===== src/rtl/swd_pkg.sv =====
package swd_pkg;
   // Raw two-bit state word; values other than the two below are illegal.
   typedef logic [1:0] swd_state_t;
   localparam swd_state_t ST_IDLE  = 2'b01;
   localparam swd_state_t ST_PULSE = 2'b10;
endpackage


===== src/rtl/swd_elapsed.sv =====
// Elapsed-time counter: runs while idle, held at zero otherwise.
module swd_elapsed #(
   parameter int CW = 8
) (
   input  logic          clk_i,
   input  logic          rst_ni,
   input  logic          run_i,
   input  logic [CW-1:0] period_i,
   input  logic [CW-1:0] margin_i,
   output logic [CW:0]   elapsed_o,
   output logic          expired_o
);
   localparam int TW = CW + 1;

   logic [TW-1:0] cnt_q;
   logic [TW-1:0] limit;

   // One extra bit keeps the sum exact and the counter able to reach it.
   assign limit = {1'b0, period_i} + {1'b0, margin_i};

   always_ff @(posedge clk_i or negedge rst_ni) begin
      if (!rst_ni) begin
         cnt_q <= '0;
      end else if (!run_i) begin
         cnt_q <= '0;
      end else if (cnt_q != '1) begin
         cnt_q <= cnt_q + TW'(1);
      end
   end

   // Greater-or-equal: a count beyond the limit is an expired deadline too.
   assign expired_o = (cnt_q >= limit);
   assign elapsed_o = cnt_q;
endmodule


===== src/rtl/swd_pulse_fsm.sv =====
// Two-state controller with pulse timer; illegal words fall into a forced pulse.
module swd_pulse_fsm
   import swd_pkg::*;
#(
   parameter int PULSE_LEN = 4
) (
   input  logic       clk_i,
   input  logic       rst_ni,
   input  logic       req_i,
   input  logic       expired_i,
   output swd_state_t state_o,
   output logic       idle_o,
   output logic       pulse_o,
   output logic       force_evt_o
);
   localparam int PW = (PULSE_LEN < 2) ? 1 : $clog2(PULSE_LEN);
   localparam logic [PW-1:0] PC_LAST = PW'(PULSE_LEN - 1);

   swd_state_t    state_q, state_d;
   logic [PW-1:0] pc_q, pc_d;
   logic          evt;

   always_comb begin
      state_d = state_q;
      pc_d    = '0;
      evt     = 1'b0;
      case (state_q)
         ST_IDLE: begin
            if (req_i) begin
               state_d = ST_PULSE;
            end else if (expired_i) begin
               state_d = ST_PULSE;
               evt     = 1'b1;
            end
         end
         ST_PULSE: begin
            if (pc_q >= PC_LAST) begin
               state_d = ST_IDLE;
            end else begin
               pc_d = pc_q + PW'(1);
            end
         end
         default: begin
            state_d = ST_PULSE;
            evt     = 1'b1;
         end
      endcase
   end

   always_ff @(posedge clk_i or negedge rst_ni) begin
      if (!rst_ni) begin
         state_q <= ST_IDLE;
         pc_q    <= '0;
      end else begin
         state_q <= state_d;
         pc_q    <= pc_d;
      end
   end

   assign state_o     = state_q;
   assign idle_o      = (state_q == ST_IDLE);
   assign pulse_o     = (state_q == ST_PULSE);
   assign force_evt_o = evt;
endmodule


===== src/rtl/swd_forced_ctr.sv =====
// Forced-reset event counter; FORCED_SAT selects saturating or wrapping.
module swd_forced_ctr #(
   parameter int FW         = 4,
   parameter bit FORCED_SAT = 1'b0
) (
   input  logic          clk_i,
   input  logic          rst_ni,
   input  logic          evt_i,
   output logic [FW-1:0] cnt_o
);
   logic [FW-1:0] cnt_q;

   if (FORCED_SAT) begin : g_sat
      always_ff @(posedge clk_i or negedge rst_ni) begin
         if (!rst_ni)                      cnt_q <= '0;
         else if (evt_i && cnt_q != '1)    cnt_q <= cnt_q + FW'(1);
      end
   end else begin : g_wrap
      always_ff @(posedge clk_i or negedge rst_ni) begin
         if (!rst_ni)      cnt_q <= '0;
         else if (evt_i)   cnt_q <= cnt_q + FW'(1);
      end
   end

   assign cnt_o = cnt_q;
endmodule


===== src/rtl/stab_rst_watchdog.sv =====
// Top: cooperative periodic reset with a deadline backstop.
module stab_rst_watchdog
   import swd_pkg::*;
#(
   parameter int CW         = 8,
   parameter int FW         = 4,
   parameter int PULSE_LEN  = 4,
   parameter bit FORCED_SAT = 1'b0
) (
   input  logic          clk_i,
   input  logic          rst_ni,
   input  logic          req_i,
   input  logic [CW-1:0] period_i,
   input  logic [CW-1:0] margin_i,
   output logic          proc_rst_o,
   output logic [FW-1:0] forced_cnt_o
);
   if (CW < 1) begin : g_bad_cw
      $error("stab_rst_watchdog: CW must be at least 1");
   end
   if (FW < 1) begin : g_bad_fw
      $error("stab_rst_watchdog: FW must be at least 1");
   end
   if (PULSE_LEN < 1) begin : g_bad_pl
      $error("stab_rst_watchdog: PULSE_LEN must be at least 1");
   end

   swd_state_t  state_w;
   logic        idle_w;
   logic        pulse_w;
   logic        force_evt_w;
   logic        expired_w;
   logic [CW:0] elapsed_w;

   swd_elapsed #(.CW(CW)) u_elapsed (
      .clk_i     (clk_i),
      .rst_ni    (rst_ni),
      .run_i     (idle_w),
      .period_i  (period_i),
      .margin_i  (margin_i),
      .elapsed_o (elapsed_w),
      .expired_o (expired_w)
   );

   swd_pulse_fsm #(.PULSE_LEN(PULSE_LEN)) u_fsm (
      .clk_i       (clk_i),
      .rst_ni      (rst_ni),
      .req_i       (req_i),
      .expired_i   (expired_w),
      .state_o     (state_w),
      .idle_o      (idle_w),
      .pulse_o     (pulse_w),
      .force_evt_o (force_evt_w)
   );

   swd_forced_ctr #(.FW(FW), .FORCED_SAT(FORCED_SAT)) u_forced (
      .clk_i  (clk_i),
      .rst_ni (rst_ni),
      .evt_i  (force_evt_w),
      .cnt_o  (forced_cnt_o)
   );

   assign proc_rst_o = pulse_w;
endmodule


===== config.mk =====
export PLATFORM = sky130hd
export DESIGN_NAME = stab_rst_watchdog
export DESIGN_NICKNAME = d
export VERILOG_FILES = /design/src/rtl/swd_pkg.sv /design/src/rtl/swd_elapsed.sv /design/src/rtl/swd_pulse_fsm.sv /design/src/rtl/swd_forced_ctr.sv /design/src/rtl/stab_rst_watchdog.sv
export SDC_FILE = /design/constraint.sdc
export NUM_CORES = 1
export LEC_CHECK = 0
export BUFFER_PORTS_ARGS = -buffer_cell sky130_fd_sc_hd__buf_2
export CORE_UTILIZATION = 59
export DETAILED_ROUTE_END_ITERATION = 12
export GPL_ROUTABILITY_DRIVEN = 0
export GPL_TIMING_DRIVEN = 0
export PLACE_DENSITY = 0.95
export SLEW_MARGIN = 0
export SYNTH_ARGS = -nofsm -noshare
export SYNTH_HDL_FRONTEND = slang
export SYNTH_SLANG_ARGS = --single-unit

===== constraint.sdc =====
create_clock -name clk_i -period 4.8 [get_ports clk_i]
set_input_delay 0.72 -clock clk_i [delete_from_list [all_inputs] [get_ports clk_i]]
set_output_delay 0.72 -clock clk_i [all_outputs]
set_load 0.1 [all_outputs]

==> Flow_metrics.wiki <==
{| class="wikitable"
! Metric !! Value
|-
| Run status || complete, no violations
|-
| Fraction of the cycle the final worst path needs || 65.5%
|-
| Clock skew after layout || 7.39 ps
|-
| Routed wire length || 2.68 mm
|-
| Depth of the most critical reg-to-reg path || 8
|-
| Detail-routed net length per standard cell || 14.1 µm
|-
| Starting density of the core || 65.0%
|-
| Leak pwr || 0.752 nW
|-
| Half-perimeter wire length of the detailed placement result || 2.21 mm
|-
| P&R area growth vs syn || 13.2%
|-
| CP endpoint kind || flip-flop
|-
| Met3 Track Usage GR || 6.85%
|-
| Die H || 49.4 µm
|-
| Register bit total from synthesis || 17
|-
| Count of cells resized by post-cts repair || 0
|-
| Horizontal extent of the die || 49.4 µm
|-
| Fraction of post-synthesis cell area in the top cell type by area || 30.2%
|-
| CP max stage cell || ha_1
|-
| Design internal power || 0.317 mW
|-
| Beginning of the critical path || period_i[0]
|-
| Pwr/cell area || 449 nW/µm²
|-
| Number of DRC markers in iteration 0 || 7
|-
| Switching component of the power || 0.357 mW
|-
| Number of distinct library cells after synthesis || 40
|-
| Post-Syn Area per Cell || 9.75 µm²
|-
| Io pins || 24
|-
| Flop pwr share || 31.8%
|-
| Worst path arrival time || 3350 ps
|-
| Routed via count || 1,102
|-
| Count of standard-cell rows || 16
|-
| Largest net degree at the start of global routing || 18
|-
| Capture point of the critical path || u_forced.cnt_o[0]
|-
| Count of endpoints failing hold in the final timing report || 0
|-
| Top Usage Layer GRT || met2
|-
| Bufs on Longest Clock Path || 2
|-
| Part of the power in combinational logic || 57.1%
|-
| Total area of sequential cells || 427 µm²
|-
| Synthesized net count || 177
|-
| Setup crit start kind || primary input
|-
| Via count of the first global-routing pass || 1,086
|-
| Post-route core utilization || 73.5%
|-
| TritonCTS clock tree || yes
|-
| Tightest slew margin relative to the limit || 67.4%
|-
| Combined area of all synthesized cells || 1330 µm²
|-
| Post-DRT Antenna Nets || 0
|-
| Clock root cell || clkbuf_4
|-
| Total power draw || 0.674 mW
|-
| Share of total power consumed by net switching || 52.9%
|-
| Count of buffer and inverter cells on the critical path || 2
|-
| CTS sink cnt || 17
|-
| Number of enable flip-flop cells after synthesis || 0
|-
| Dominant cells by area after synthesis || dfrtp_1 (30%), ha_1 (20%), xor2_1 (5.3%)
|-
| Crit Path Category || primary input to flip-flop
|-
| Layout Nets || 205
|-
| Fill count || 147
|-
| Number of design rule violations left after detail routing || 0
|-
| Tot GR Track Use || 24.8%
|-
| Async set-reset flop share out of synthesis || 100%
|-
| Most used standard cells in the synthesized netlist || ha_1 (21), dfrtp_1 (16), nor2_1 (16)
|-
| Post-CTS setup buffer count || 0
|-
| Clock latency reported for the late side of the worst-skew pair || 290 ps
|-
| CORE AREA || 2040 µm²
|-
| Crit-path cells || buf_2 -> ha_1 -> inv_1 -> fa_1 -> nor2b_1 -> o21ai_1 -> nand2b_1 -> a21o_1 -> a21oi_2 -> xor2_1 -> ha_1 -> a21oi_1 -> nor2_1 -> a211oi_2 -> a21oi_4 -> o21ai_1 -> xnor2_1
|-
| Hold/Removal Path Class || primary input to asynchronous set/reset pin
|-
| Setup violations, final || 0
|-
| Met2 track demand over resource in global routing || 45.7%
|-
| Kind of cell adding the most delay to the critical path || compound AO/OA/AOI/OAI gates
|-
| Cell type contributing the most total cell area after synthesis || dfrtp_1
|-
| Number of instances in the synthesized netlist || 136
|-
| Global-route wire length before repair || 4.50 mm
|-
| Total congestion overflow || 0
|-
| Number of buffers inserted for hold repair after clock tree synthesis || 0
|-
| Min Clock Period, post-route || 3150 ps
|-
| Total Negative Setup Slacks || 0 ps
|-
| Fraction of the yosys area taken by sequential cells || 32.2%
|-
| Setup repair after global routing missed its margin || no
|-
| Max rail drop VDD || 558 µV
|-
| Via/cell ratio || 5.80
|-
| Stages on the worst setup path || 17
|-
| Critical path fanouts, max || 5
|-
| ANT cells || 0
|-
| Full die area || 2440 µm²
|-
| Total number of yosys warnings || 0
|-
| Clk pwr share || 11.0%
|-
| Met1 global-route usage || 27.2%
|-
| Clock buffers created by TritonCTS || 3
|-
| Ratio of cells with drive above 1 in the final layout || 23.3%
|-
| Worst R2R Setup Slack || 2840 ps
|-
| Maximum Capacitance Violations || 0
|-
| Largest stage delay on the critical path || 270 ps
|-
| Worst R2R End || u_elapsed.elapsed_o[7]
|-
| Antenna violations before repair || 0
|-
| Multi-input gate area || 865 µm²
|-
| Transition time at the pin with the least slew margin || 493 ps
|-
| Number of pins with negative max-slew slack in the final report || 0
|-
| Timing-limited maximum frequency || 318 MHz
|-
| Count of input and output buffers || 23
|-
| Primary FF master, synth || dfrtp_1
|-
| Clock transition at the registers of the reported paths || 90 ps
|-
| Data required, critical path || 5000 ps
|-
| Detailed-routing iteration count for the pre-antenna-repair pass || 4
|-
| Most repeated cell in the gate-level netlist after synthesis || ha_1
|-
| R2r startpoint || u_elapsed.elapsed_o[0]
|-
| Depth of the CTS H-tree || 1
|}
worst min path at each step:
stage	startpoint	endpoint	slack [ps]	cells after the start
2_1_floorplan	u_fsm.pc_q[0]	u_fsm.pc_q[0]	410	1
5_1_grt	rst_ni	u_elapsed.elapsed_o[6]	330	1
4_1_cts	rst_ni	u_elapsed.elapsed_o[3]	330	1
3_3_place_gp	u_fsm.pc_q[0]	u_fsm.pc_q[0]	430	1
3_5_place_dp	u_fsm.pc_q[0]	u_fsm.pc_q[0]	440	1
6_report	rst_ni	u_fsm.pc_q[1]	330	1
per-layer routing:
metal	part of all wire [%]	routed length (µm)	vias to the layer above
li1	-	-	538
met1	41	1100	535
met2	54	1440	23
met3	3.6	96	6
met4	1.7	46	0
met5	0	0	-
power by group through the flow:
stage	Combinational, mW	Clock [mW]	Sequential (mW)
4_1_cts	0.384	0.0769	0.213
5_1_grt	0.415	0.0846	0.219
2_1_floorplan	0.190	0	0.332
6_report	0.385	0.0745	0.214
3_5_place_dp	0.385	0	0.215
3_3_place_gp	0.365	0	0.211
registers in the layout, indices dropped and copies added (netlist names):
register,flops
u_fsm.pc_q,2
u_fsm.state_o,2
u_elapsed.elapsed_o,9
u_forced.cnt_o,4
placed cells by master (no fill, tap or decap), drive strengths merged, types with 2 or more instances in the layout:
cell    Yosys  routed
xor2        8       8
ha         21      21
buf         1      24
dfrtp      16      16
mux2i       2       2
nand3       2       2
nand4       3       3
inv         7       7
nand2b      3       3
nand2       8       8
xnor2       6       6
nor2b       4       4
nor3        2       2
or3         2       2
a211oi      2       2
o21ai       8       8
nor2       16      16
a21oi      10      10
clkbuf      1       5
layout make-up:
cell class / instances / share of cell area (%)
timing repair buffer: 23 / 7.67
sequential: 17 / 28.4
multi-input combinational: 110 / 57.6
clock buffer: 4 / 1.75
inverter: 7 / 1.75
buffer: 2 / 0.583
tap: 27 / 2.25
worst register-to-register path: stages, from the launching register on:
cell	delay, ps
dfrtp_1	450
ha_1	250
nand3_1	120
nor2_1	60
ha_1	170
buf_2	160
nand4b_4	200
or3_1	330
a21oi_1	140
metrics by stage:
stage | instances | area (µm²) | hold WS [ps] | setup slack, ps
after global placement | 186 | 1480 | 428 | 1500
after CTS | 190 | 1500 | 331 | 1630
after global routing | 190 | 1500 | 330 | 1460
final | 190 | 1500 | 331 | 1650
after detailed placement | 186 | 1480 | 439 | 1340
after floorplan | 136 | 1330 | 414 | 1720
cell families after synthesis:
family	Yosys count	synth area share [%]
xor gates and xnor gates	14	9.25
adders and majority gates	22	21.3
DFF	17	32.2
buffers and inverters	9	2.64
AOI/OAI and AO/OA	27	14.9
muxes	2	1.51
and+or+nand+nor	45	18.2
(Power assumes the default switching activity.)
